**src/rtl/rxq_pkg.sv**
```systemverilog
package rxq_pkg;
  localparam int CTL_W    = 5;
  localparam int START_B  = 0;
  localparam int HALT_B   = 1;
  localparam int ARST_B   = 2;
  localparam int MEN_B    = 3;
  localparam int PBI_B    = 4;

  typedef struct packed {
    logic per_byte;
    logic match_en;
    logic addr_rst;
    logic halt;
  } rxq_mode_t;
endpackage

```
**src/rtl/rxq_ctl_regs.sv**
```systemverilog
module rxq_ctl_regs
  import rxq_pkg::*;
(
  input  logic             clk,
  input  logic             rst_n,
  input  logic             ctl_we,
  input  logic [CTL_W-1:0] ctl_wdata,
  input  logic             uart_ren,
  input  logic             end_evt,
  input  logic             byte_irq,
  input  logic             flag_clr,
  output rxq_mode_t        mode,
  output logic             start_q,
  output logic             flag_q
);
  logic set_start;
  logic flag_set;

  assign set_start = ctl_we && ctl_wdata[START_B];
  assign flag_set  = end_evt || byte_irq;

  always_ff @(posedge clk or negedge rst_n) begin
    if (!rst_n) begin
      mode <= '0;
    end else if (ctl_we) begin
      mode.halt     <= ctl_wdata[HALT_B];
      mode.addr_rst <= ctl_wdata[ARST_B];
      mode.match_en <= ctl_wdata[MEN_B];
      mode.per_byte <= ctl_wdata[PBI_B];
    end
  end

  always_ff @(posedge clk or negedge rst_n) begin
    if (!rst_n)          start_q <= 1'b0;
    else if (!uart_ren)  start_q <= 1'b0;
    else if (set_start)  start_q <= 1'b1;
    else if (end_evt)    start_q <= 1'b0;
  end

  always_ff @(posedge clk or negedge rst_n) begin
    if (!rst_n)         flag_q <= 1'b0;
    else if (flag_set)  flag_q <= 1'b1;
    else if (flag_clr)  flag_q <= 1'b0;
  end


  a_r8_ren_clears_start: assert property (@(posedge clk) disable iff (!rst_n)
    !uart_ren |=> !start_q);

  a_r5_end_clears_start: assert property (@(posedge clk) disable iff (!rst_n)
    (end_evt && !(ctl_we && ctl_wdata[START_B])) |=> !start_q);

  a_r11_set_wins: assert property (@(posedge clk) disable iff (!rst_n)
    (byte_irq && flag_clr) |=> flag_q);
endmodule

```
**src/rtl/rxq_buf_ptr.sv**
```systemverilog
module rxq_buf_ptr #(
  parameter int AW = 16,
  parameter int CW = 16
) (
  input  logic          clk,
  input  logic          rst_n,
  input  logic          ptr_we,
  input  logic [AW-1:0] ptr_wdata,
  input  logic          cnt_we,
  input  logic [CW-1:0] cnt_wdata,
  input  logic          fire,
  input  logic          addr_rst,
  output logic [AW-1:0] ptr_q,
  output logic [CW-1:0] cnt_q,
  output logic          end_evt,
  output logic          cnt_nz
);
  localparam logic [AW-1:0] PTR_ONE = AW'(1);
  localparam logic [CW-1:0] CNT_ONE = CW'(1);

  logic [AW-1:0] ptr_step;

  assign end_evt  = fire && (cnt_q == CNT_ONE);
  assign cnt_nz   = (cnt_q != '0);
  assign ptr_step = (end_evt && addr_rst) ? '0 : ptr_q + PTR_ONE;

  always_ff @(posedge clk or negedge rst_n) begin
    if (!rst_n)      ptr_q <= '0;
    else if (ptr_we) ptr_q <= ptr_wdata;
    else if (fire)   ptr_q <= ptr_step;
  end

  always_ff @(posedge clk or negedge rst_n) begin
    if (!rst_n)      cnt_q <= '0;
    else if (cnt_we) cnt_q <= cnt_wdata;
    else if (fire)   cnt_q <= cnt_q - CNT_ONE;
  end


  a_r4_count_step: assert property (@(posedge clk) disable iff (!rst_n)
    (fire && !cnt_we) |=> (cnt_q == $past(cnt_q) - CNT_ONE));

  a_r6_addr_reload: assert property (@(posedge clk) disable iff (!rst_n)
    (fire && cnt_q == CNT_ONE && addr_rst && !ptr_we) |=> (ptr_q == '0));
endmodule

```
**src/rtl/rxq_wr_stage.sv**
```systemverilog
module rxq_wr_stage #(
  parameter int AW        = 16,
  parameter bit HAS_MATCH = 1'b1
) (
  input  logic          clk,
  input  logic          rst_n,
  input  logic          rx_valid,
  input  logic [7:0]    rx_data,
  output logic          rx_ready,
  input  logic          can_store,
  input  logic [AW-1:0] ptr,
  output logic          mem_valid,
  input  logic          mem_ready,
  output logic [AW-1:0] mem_addr,
  output logic [7:0]    mem_data,
  input  logic          match_en,
  input  logic          per_byte,
  input  logic [7:0]    match_char,
  output logic          fire,
  output logic          byte_irq
);
  logic take;
  logic store;
  logic hit;

  assign rx_ready = !mem_valid;
  assign take     = rx_valid && rx_ready;
  assign store    = take && can_store;
  assign fire     = mem_valid && mem_ready;

  always_ff @(posedge clk or negedge rst_n) begin
    if (!rst_n) begin
      mem_valid <= 1'b0;
      mem_addr  <= '0;
      mem_data  <= '0;
    end else if (store) begin
      mem_valid <= 1'b1;
      mem_addr  <= ptr;
      mem_data  <= rx_data;
    end else if (fire) begin
      mem_valid <= 1'b0;
    end
  end

  generate
    if (HAS_MATCH) begin : g_match
      assign hit = match_en && (mem_data == match_char);
    end else begin : g_nomatch
      assign hit = 1'b0;
    end
  endgenerate

  assign byte_irq = fire && (per_byte || hit);


  a_r3_write_held: assert property (@(posedge clk) disable iff (!rst_n)
    (mem_valid && !mem_ready) |=> (mem_valid && $stable(mem_addr) && $stable(mem_data)));

  a_r7_dropped_byte: assert property (@(posedge clk) disable iff (!rst_n)
    (take && !can_store) |=> !mem_valid);
endmodule

```
**src/rtl/rxq_ctrl.sv**
```systemverilog
module rxq_ctrl
  import rxq_pkg::*;
#(
  parameter int AW        = 16,
  parameter int CW        = 16,
  parameter bit HAS_MATCH = 1'b1
) (
  input  logic             clk,
  input  logic             rst_n,
  input  logic             ctl_we,
  input  logic [CTL_W-1:0] ctl_wdata,
  output logic [CTL_W-1:0] ctl_rdata,
  input  logic             flag_clr,
  input  logic             ptr_we,
  input  logic [AW-1:0]    ptr_wdata,
  input  logic             cnt_we,
  input  logic [CW-1:0]    cnt_wdata,
  input  logic [7:0]       match_char,
  input  logic             uart_ren,
  input  logic             rx_valid,
  output logic             rx_ready,
  input  logic [7:0]       rx_data,
  output logic             mem_valid,
  input  logic             mem_ready,
  output logic [AW-1:0]    mem_addr,
  output logic [7:0]       mem_data,
  output logic             rx_flag,
  output logic [AW-1:0]    ptr_o,
  output logic [CW-1:0]    cnt_o
);
  rxq_mode_t mode;
  logic      start_q;
  logic      end_evt;
  logic      byte_irq;
  logic      fire;
  logic      cnt_nz;
  logic      can_store;

  assign can_store = start_q && !mode.halt && uart_ren && cnt_nz;
  assign ctl_rdata = {mode.per_byte, mode.match_en, mode.addr_rst, mode.halt, start_q};

  rxq_ctl_regs u_regs (
    .clk      (clk),
    .rst_n    (rst_n),
    .ctl_we   (ctl_we),
    .ctl_wdata(ctl_wdata),
    .uart_ren (uart_ren),
    .end_evt  (end_evt),
    .byte_irq (byte_irq),
    .flag_clr (flag_clr),
    .mode     (mode),
    .start_q  (start_q),
    .flag_q   (rx_flag)
  );

  rxq_buf_ptr #(.AW(AW), .CW(CW)) u_ptr (
    .clk      (clk),
    .rst_n    (rst_n),
    .ptr_we   (ptr_we),
    .ptr_wdata(ptr_wdata),
    .cnt_we   (cnt_we),
    .cnt_wdata(cnt_wdata),
    .fire     (fire),
    .addr_rst (mode.addr_rst),
    .ptr_q    (ptr_o),
    .cnt_q    (cnt_o),
    .end_evt  (end_evt),
    .cnt_nz   (cnt_nz)
  );

  rxq_wr_stage #(.AW(AW), .HAS_MATCH(HAS_MATCH)) u_wr (
    .clk       (clk),
    .rst_n     (rst_n),
    .rx_valid  (rx_valid),
    .rx_data   (rx_data),
    .rx_ready  (rx_ready),
    .can_store (can_store),
    .ptr       (ptr_o),
    .mem_valid (mem_valid),
    .mem_ready (mem_ready),
    .mem_addr  (mem_addr),
    .mem_data  (mem_data),
    .match_en  (mode.match_en),
    .per_byte  (mode.per_byte),
    .match_char(match_char),
    .fire      (fire),
    .byte_irq  (byte_irq)
  );
endmodule

```
**config.mk**
```make
export PLATFORM = sky130hd
export DESIGN_NAME = rxq_ctrl
export DESIGN_NICKNAME = d
export VERILOG_FILES = /design/src/rtl/rxq_pkg.sv /design/src/rtl/rxq_ctl_regs.sv /design/src/rtl/rxq_buf_ptr.sv /design/src/rtl/rxq_wr_stage.sv /design/src/rtl/rxq_ctrl.sv
export SDC_FILE = /design/constraint.sdc
export NUM_CORES = 1
export LEC_CHECK = 0
export ABC_AREA = 1
export BUFFER_PORTS_ARGS = -buffer_cell sky130_fd_sc_hd__buf_2
export CAP_MARGIN = 20
export CORE_MARGIN = 3
export CORE_UTILIZATION = 50
export CTS_CLUSTER_SIZE = 16
export DETAILED_ROUTE_END_ITERATION = 7
export GPL_TIMING_DRIVEN = 0
export PLACE_DENSITY = 0.83
export SLEW_MARGIN = 40
export SYNTH_ARGS = -nofsm -noshare
export SYNTH_HDL_FRONTEND = slang
export SYNTH_SLANG_ARGS = --single-unit
```
**constraint.sdc**
```tcl
create_clock -name clk -period 2 [get_ports clk]
set_input_delay 0.1 -clock clk [delete_from_list [all_inputs] [get_ports clk]]
set_output_delay 0.1 -clock clk [all_outputs]
set_load 0.01 [all_outputs]
```
## Yosys cells after proc, flatten, opt, wreduce, memory -nomap -nowiden

Index checks and enable logic that the tools add are counted.
W data, S select, Z words.

| cells by class | value |
|---|---|
| divide/modulo/power cells | 0 |
| bitwise operators | 0 |
| $lt $le $gt $ge | 0 |
| reduce and logical (&&, ||, !) cells | 20 |
| add/subtract/negate cells | 2 |
| $mul | 0 |
| shifts and indexed selects | 0 |
| equal/unequal tests | 3 |
| mux-type cells | 12 |

Operators with widths:

| kind | number |
|---|---|
| $mux W16 | 5 |
| $add A16 B1 Y16 const B | 1 |
| $eq A16 B1 Y1 const B | 1 |
| $reduce_bool A16 Y1 | 1 |
| $sub A16 B1 Y16 const B | 1 |
| $logic_and A1 B1 Y1 | 11 |
| $eq A8 B8 Y1 | 1 |
| $reduce_bool A2 Y1 | 4 |
| $mux W1 | 7 |
| $ne A3 B1 Y1 const B | 1 |
| $logic_not A1 Y1 | 2 |
| $logic_or A1 B1 Y1 | 2 |

| storage, ports and cells | value |
|---|---|
| latch bits | 0 |
| memories | 0 |
| bits in read-only memories | 0 |
| bits in writable memories | 0 |
| register bits | 63 |
| output and inout bits | 64 |
| input bits | 62 |
| logic and storage cells | 48 |

## Depth between registers and ports, before layout

| logic depth | value |
|---|---|
| depth after elaboration | 6 |
| gate-level depth with buffers | 11 |

## Hierarchy

A second synthesis with hierarchy kept.

| unflattened totals | value |
|---|---|
| cells, all modules | 439 |
| area total of the unflattened synthesis | 3736.1 µm² |

Modules (own cells, without submodules):

| module | area each (µm²) | cells an instance | times used | seq. area each (µm²) |
|---|---|---|---|---|
| rxq_buf_ptr | 2285.9 | 308 | 1 | 800.8 |
| rxq_wr_stage | 1174.9 | 99 | 1 | 625.6 |
| rxq_ctl_regs | 250.2 | 27 | 1 | 150.1 |
| rxq_ctrl | 25.0 | 5 | 1 | 0.0 |

## Worst setup path before layout

OpenSTA, ideal clock, no wires.

| timing path | value |
|---|---|
| path kind | reg-to-reg |
| start point | register u_ptr.cnt_q[0] |
| end point | register u_wr.mem_data[4] |
| setup slack | 0.451 ns |
| arrival | 1.430 ns |
| clock period less this slack | 1.549 ns |
| stages on the path, launching flop included | 11 |
| cells stage by stage | dfrtp_1 -> inv_1 -> ha_1 -> nand2_2 -> nor2_4 -> nand2_2 -> nand4_4 -> buf_6 -> buf_8 -> nand2_2 -> o21ai_2 |

| on the way | value |
|---|---|
| word-level cells in the longest chain between the ends | 3 |

RTL lines:

| what | RTL line | source |
|---|---|---|
| from (decl) | rxq_buf_ptr.sv:14 | `output logic [CW-1:0] cnt_q,` |
| from (signal assigned) | rxq_buf_ptr.sv:35 | `else if (cnt_we) cnt_q <= cnt_wdata;` |
| from (signal assigned) | rxq_buf_ptr.sv:36 | `else if (fire) cnt_q <= cnt_q - CNT_ONE;` |
| $reduce_bool A16 Y1 | rxq_buf_ptr.sv:24 | `assign cnt_nz = (cnt_q != '0);` |
| $logic_and A1 B1 Y1 | rxq_ctrl.sv:39 | `assign can_store = start_q && !mode.halt && uart_ren && cnt_nz;` |
| $logic_and A1 B1 Y1 | rxq_wr_stage.sv:28 | `assign store = take && can_store;` |
| to (signal assigned) | rxq_wr_stage.sv:39 | `mem_data <= rx_data;` |
| to (decl) | rxq_wr_stage.sv:15 | `output logic [7:0] mem_data,` |

Every way passes these cells.
A chain may end at the register's enable or synchronous reset.

## Final worst setup path

| timing path | value |
|---|---|
| start point | register u_ptr.cnt_q[1] |
| end point | register u_ptr.ptr_q[14] |

| on the way | value |
|---|---|
| word-level cells in the longest chain between the ends | 6 |

RTL lines:

| what | RTL line | source |
|---|---|---|
| $eq A16 B1 Y1 | rxq_buf_ptr.sv:23 | `assign end_evt = fire && (cnt_q == CNT_ONE);` |
| $logic_and A1 B1 Y1 | rxq_buf_ptr.sv:23 |  |
| $logic_and A1 B1 Y1 | rxq_buf_ptr.sv:25 | `assign ptr_step = (end_evt && addr_rst) ? '0 : ptr_q + PTR_ONE;` |
| $mux W16 | rxq_buf_ptr.sv:25 |  |
| $mux W16 | rxq_buf_ptr.sv:30 | `else if (fire) ptr_q <= ptr_step;` |
| $mux W16 | rxq_buf_ptr.sv:29 | `else if (ptr_we) ptr_q <= ptr_wdata;` |
| to (signal assigned) | rxq_buf_ptr.sv:29 |  |
| to (signal assigned) | rxq_buf_ptr.sv:30 |  |
| to (decl) | rxq_buf_ptr.sv:13 | `output logic [AW-1:0] ptr_q,` |

Every way passes these cells. The select of a mux whose other input is x is not followed.

==> flow_metrics.env <==
export IMPL_ctsResizeCount=0
export IMPL_fin_skew_ns=0.00916
export IMPL_vdd_drop_max_v=0.000513
export IMPL_seqPwrFrac=0.426
export IMPL_ys_seq_area_frac=0.438
export IMPL_setup_viol=0
export IMPL_ys_warn_count=0
export IMPL_drv_slew=0
export IMPL_post_route_period_util=0.894
export IMPL_drive_gt1_frac=0.289
export IMPL_timing_slew_headroom=0.656
export IMPL_p_leak_nw=2.56
export IMPL_r2r_cells=11
export IMPL_gr_usage_all_layers=0.256
export IMPL_pwr_share_comb=0.259
export IMPL_clk_pin_slew_ns=0.06
export IMPL_cts_sinks=63
export IMPL_r2r_start="u_ptr.cnt_q[1]"
export IMPL_drc=0
export IMPL_fp_dieW_um=90.9
export IMPL_start_util=0.522
export IMPL_port_buffers=123
export IMPL_finalWorstSetupSlack_ns=0.213
export IMPL_antenna_left=0
export IMPL_power_frac_clock=0.315
export IMPL_die_area_um2=8260
export IMPL_ctsHtreeMaxLevel=3
export IMPL_worstMarginPinSlew_ns=0.516
export IMPL_worst_ep_arrival_time_ns=2.00
export IMPL_syn_area_um2=3600
export IMPL_clkLatencyLatePin_ns=0.34
export IMPL_cp_end_kind="flip-flop"
export IMPL_cellPowerDensity_nw_per_um2=813
export IMPL_p_int_mw=2.70
export IMPL_min_from="rx_data[1]"
export IMPL_p_sw_frac=0.314
export IMPL_critical_path_class="reg2reg"
export IMPL_diodes=0
export IMPL_drt_iter0_drc=253
export IMPL_layout_min_cycle_time_ns=1.79
export IMPL_worstHoldPathCells=3
export IMPL_total_power_mw=3.94
export IMPL_cts_tree="built"
export IMPL_required_ns=2.21
export IMPL_core_area_um2=6910
export IMPL_grt_setup_unrepaired="false"
export IMPL_reg2reg_setup_slack_ns=0.21
export IMPL_hpwl_mm=7.49
export IMPL_synth_net_count=547
export IMPL_power_switching_mw=1.24
export IMPL_wl_per_cell_um=13.8
export IMPL_cts_buffer_depth=2
export IMPL_totalWireLength_mm=10.3
export IMPL_stdcell_area_um2=4840
export IMPL_firstDrtPassIters=5
export IMPL_run_status="finished, final reports clean"
export IMPL_synth_cells=482
export IMPL_num_rows=30
export IMPL_r2r_end="u_ptr.ptr_q[14]"
export IMPL_grt_antenna_before_repair=0
export IMPL_final_nets=708
export IMPL_grt_pass1_wl_mm=17.2
export IMPL_detailedPlace_worstSlack_ns=0.256
export IMPL_boundaryPins=126
export IMPL_overflow=0
export IMPL_synth_cell_type_count=34
export IMPL_worstPathMaxFanout=8
export IMPL_synth_seq_cells=63
export IMPL_syn_to_final_growth_pct=34.5
export IMPL_max_freq_mhz=560
export IMPL_place_area_um2=4360
export IMPL_mostFrequentLayoutCells="nand2_1, buf_2, inv_1, dfrtp_1, nor2_1"
export IMPL_cap_viol_max_count=0
export IMPL_min_to="u_wr.mem_data[1]"
export IMPL_clock_root_buffer="clkbuf_8"
export IMPL_holdWs_ns=0.0105
export IMPL_grt_pass1_vias=3754
export IMPL_viasPerCell=5.01
export IMPL_finalSetupTns_ns=0
export IMPL_layout_commonest_cell="nand2_1"
export IMPL_cts_buffers=9
export IMPL_hold_class="in2reg"
export IMPL_die_h_um=90.9
export IMPL_startpoint_type="flip-flop"
export IMPL_vias=3726
export IMPL_final_hold_viol_count=0
export IMPL_grt_start_max_net_pins=36
export IMPL_place_congestion=0.922
export IMPL_n_fill_cell=587
export IMPL_syn_area_per_cell_um2=7.47
flip-flops by register name, indices dropped and copies added, names as in the netlist:
signal,flops
u_ptr.cnt_q,16
u_ptr.ptr_q,16
u_wr.mem_addr,16
u_wr.mem_data,8
u_regs.mode,4
u_regs.flag_q,1
u_regs.start_q,1
u_wr.mem_valid,1
kinds of logic (layout without fill, tap and decap cells):
logic type,after synthesis,count (layout),synth area share
simple gates,256,256,0.310
compound gates,66,66,0.115
xor+xnor,11,11,0.0267
fa+ha+maj,3,3,0.0104
flops,63,63,0.438
buf+inv,82,248,0.0973
mux,1,1,0.00313
metal layers:
layer / vias up / part of all wire / global-route usage
met4: 0 / 0.016 / 0.0980
li1: 1840 / - / -
met2: 163 / 0.49 / 0.426
met1: 1705 / 0.42 / 0.327
met3: 18 / 0.070 / 0.0525
met5: - / 0 / 0
through the flow:
step,util,cells
4_1_cts,0.701,744
2_1_floorplan,-,482
6_report,0.701,744
3_5_place_dp,0.631,702
3_3_place_gp,0.628,701
5_1_grt,0.701,744
synthesized netlist by cell type (all sizes together):
| cell type | n | area share |
|---|---|---|
| a22oi | 2 | 0.0042 |
| o21a | 1 | 0.0021 |
| nor3 | 4 | 0.0056 |
| mux2 | 1 | 0.0031 |
| o21ai | 46 | 0.074 |
| o21bai | 7 | 0.015 |
| clkbuf | 4 | 0.0042 |
| a21oi | 2 | 0.0028 |
| nand4 | 7 | 0.016 |
| o22ai | 1 | 0.0017 |
| nand3 | 35 | 0.050 |
| ha | 3 | 0.010 |
| a221oi | 1 | 0.0024 |
| xor2 | 7 | 0.017 |
| nor2 | 50 | 0.062 |
| or2 | 3 | 0.0052 |
| inv | 66 | 0.069 |
| nand2 | 157 | 0.17 |
| o211ai | 6 | 0.013 |
| dfrtp | 63 | 0.44 |
| buf | 12 | 0.024 |
| xnor2 | 4 | 0.0097 |
worst max-delay path, stage by stage (launching register included):
cell and delay [ns]:
dfrtp_1 0.40, inv_1 0.10, ha_1 0.15, inv_1 0.06
nor2_1 0.08, nand2_1 0.06, nor2_1 0.17, nand3_1 0.16
nand2_2 0.19, inv_1 0.13, nand3_1 0.10, nand2_1 0.07
worst max path at each step:
stage                     slack (ns)            from               end  cells past startpoint
after detailed placement        0.26  u_ptr.cnt_q[1]   u_ptr.ptr_q[14]                     11
final                           0.21  u_ptr.cnt_q[1]   u_ptr.ptr_q[14]                     11
after CTS                       0.24  u_ptr.cnt_q[1]   u_ptr.ptr_q[14]                     11
after global routing            0.13  u_ptr.cnt_q[1]   u_ptr.ptr_q[14]                     11
after global placement          0.29  u_ptr.cnt_q[1]    u_ptr.ptr_q[8]                     11
after floorplan                 0.45  u_ptr.cnt_q[0]  u_wr.mem_data[4]                     10
power groups by stage:
stage	Sequential (mW)	Combinational (mW)	Clock [mW]
floorplan	1.77	0.459	0
global placement	1.68	0.941	0
detailed placement	1.70	0.977	0
CTS	1.68	1.02	1.26
global route	1.71	1.14	1.33
finish	1.68	1.02	1.24
repair_timing:
item                                   CTS  global route
setup buffers                            0             0
endpoints found under the hold margin   53             0
hold buffers                            26             0
area by class of cell:
class                      instances  area (um2)  share of cell area
buffer                            16         103              0.0212
clock buffer                      13         159              0.0328
clock inverter                     3        65.1              0.0134
inverter                          66         248              0.0511
multi-input combinational        337        1680               0.346
sequential                        63        1580               0.325
tap                               96         120              0.0248
timing repair buffer             150         898               0.185
No activity file was read; power rests on OpenSTA's default activity.
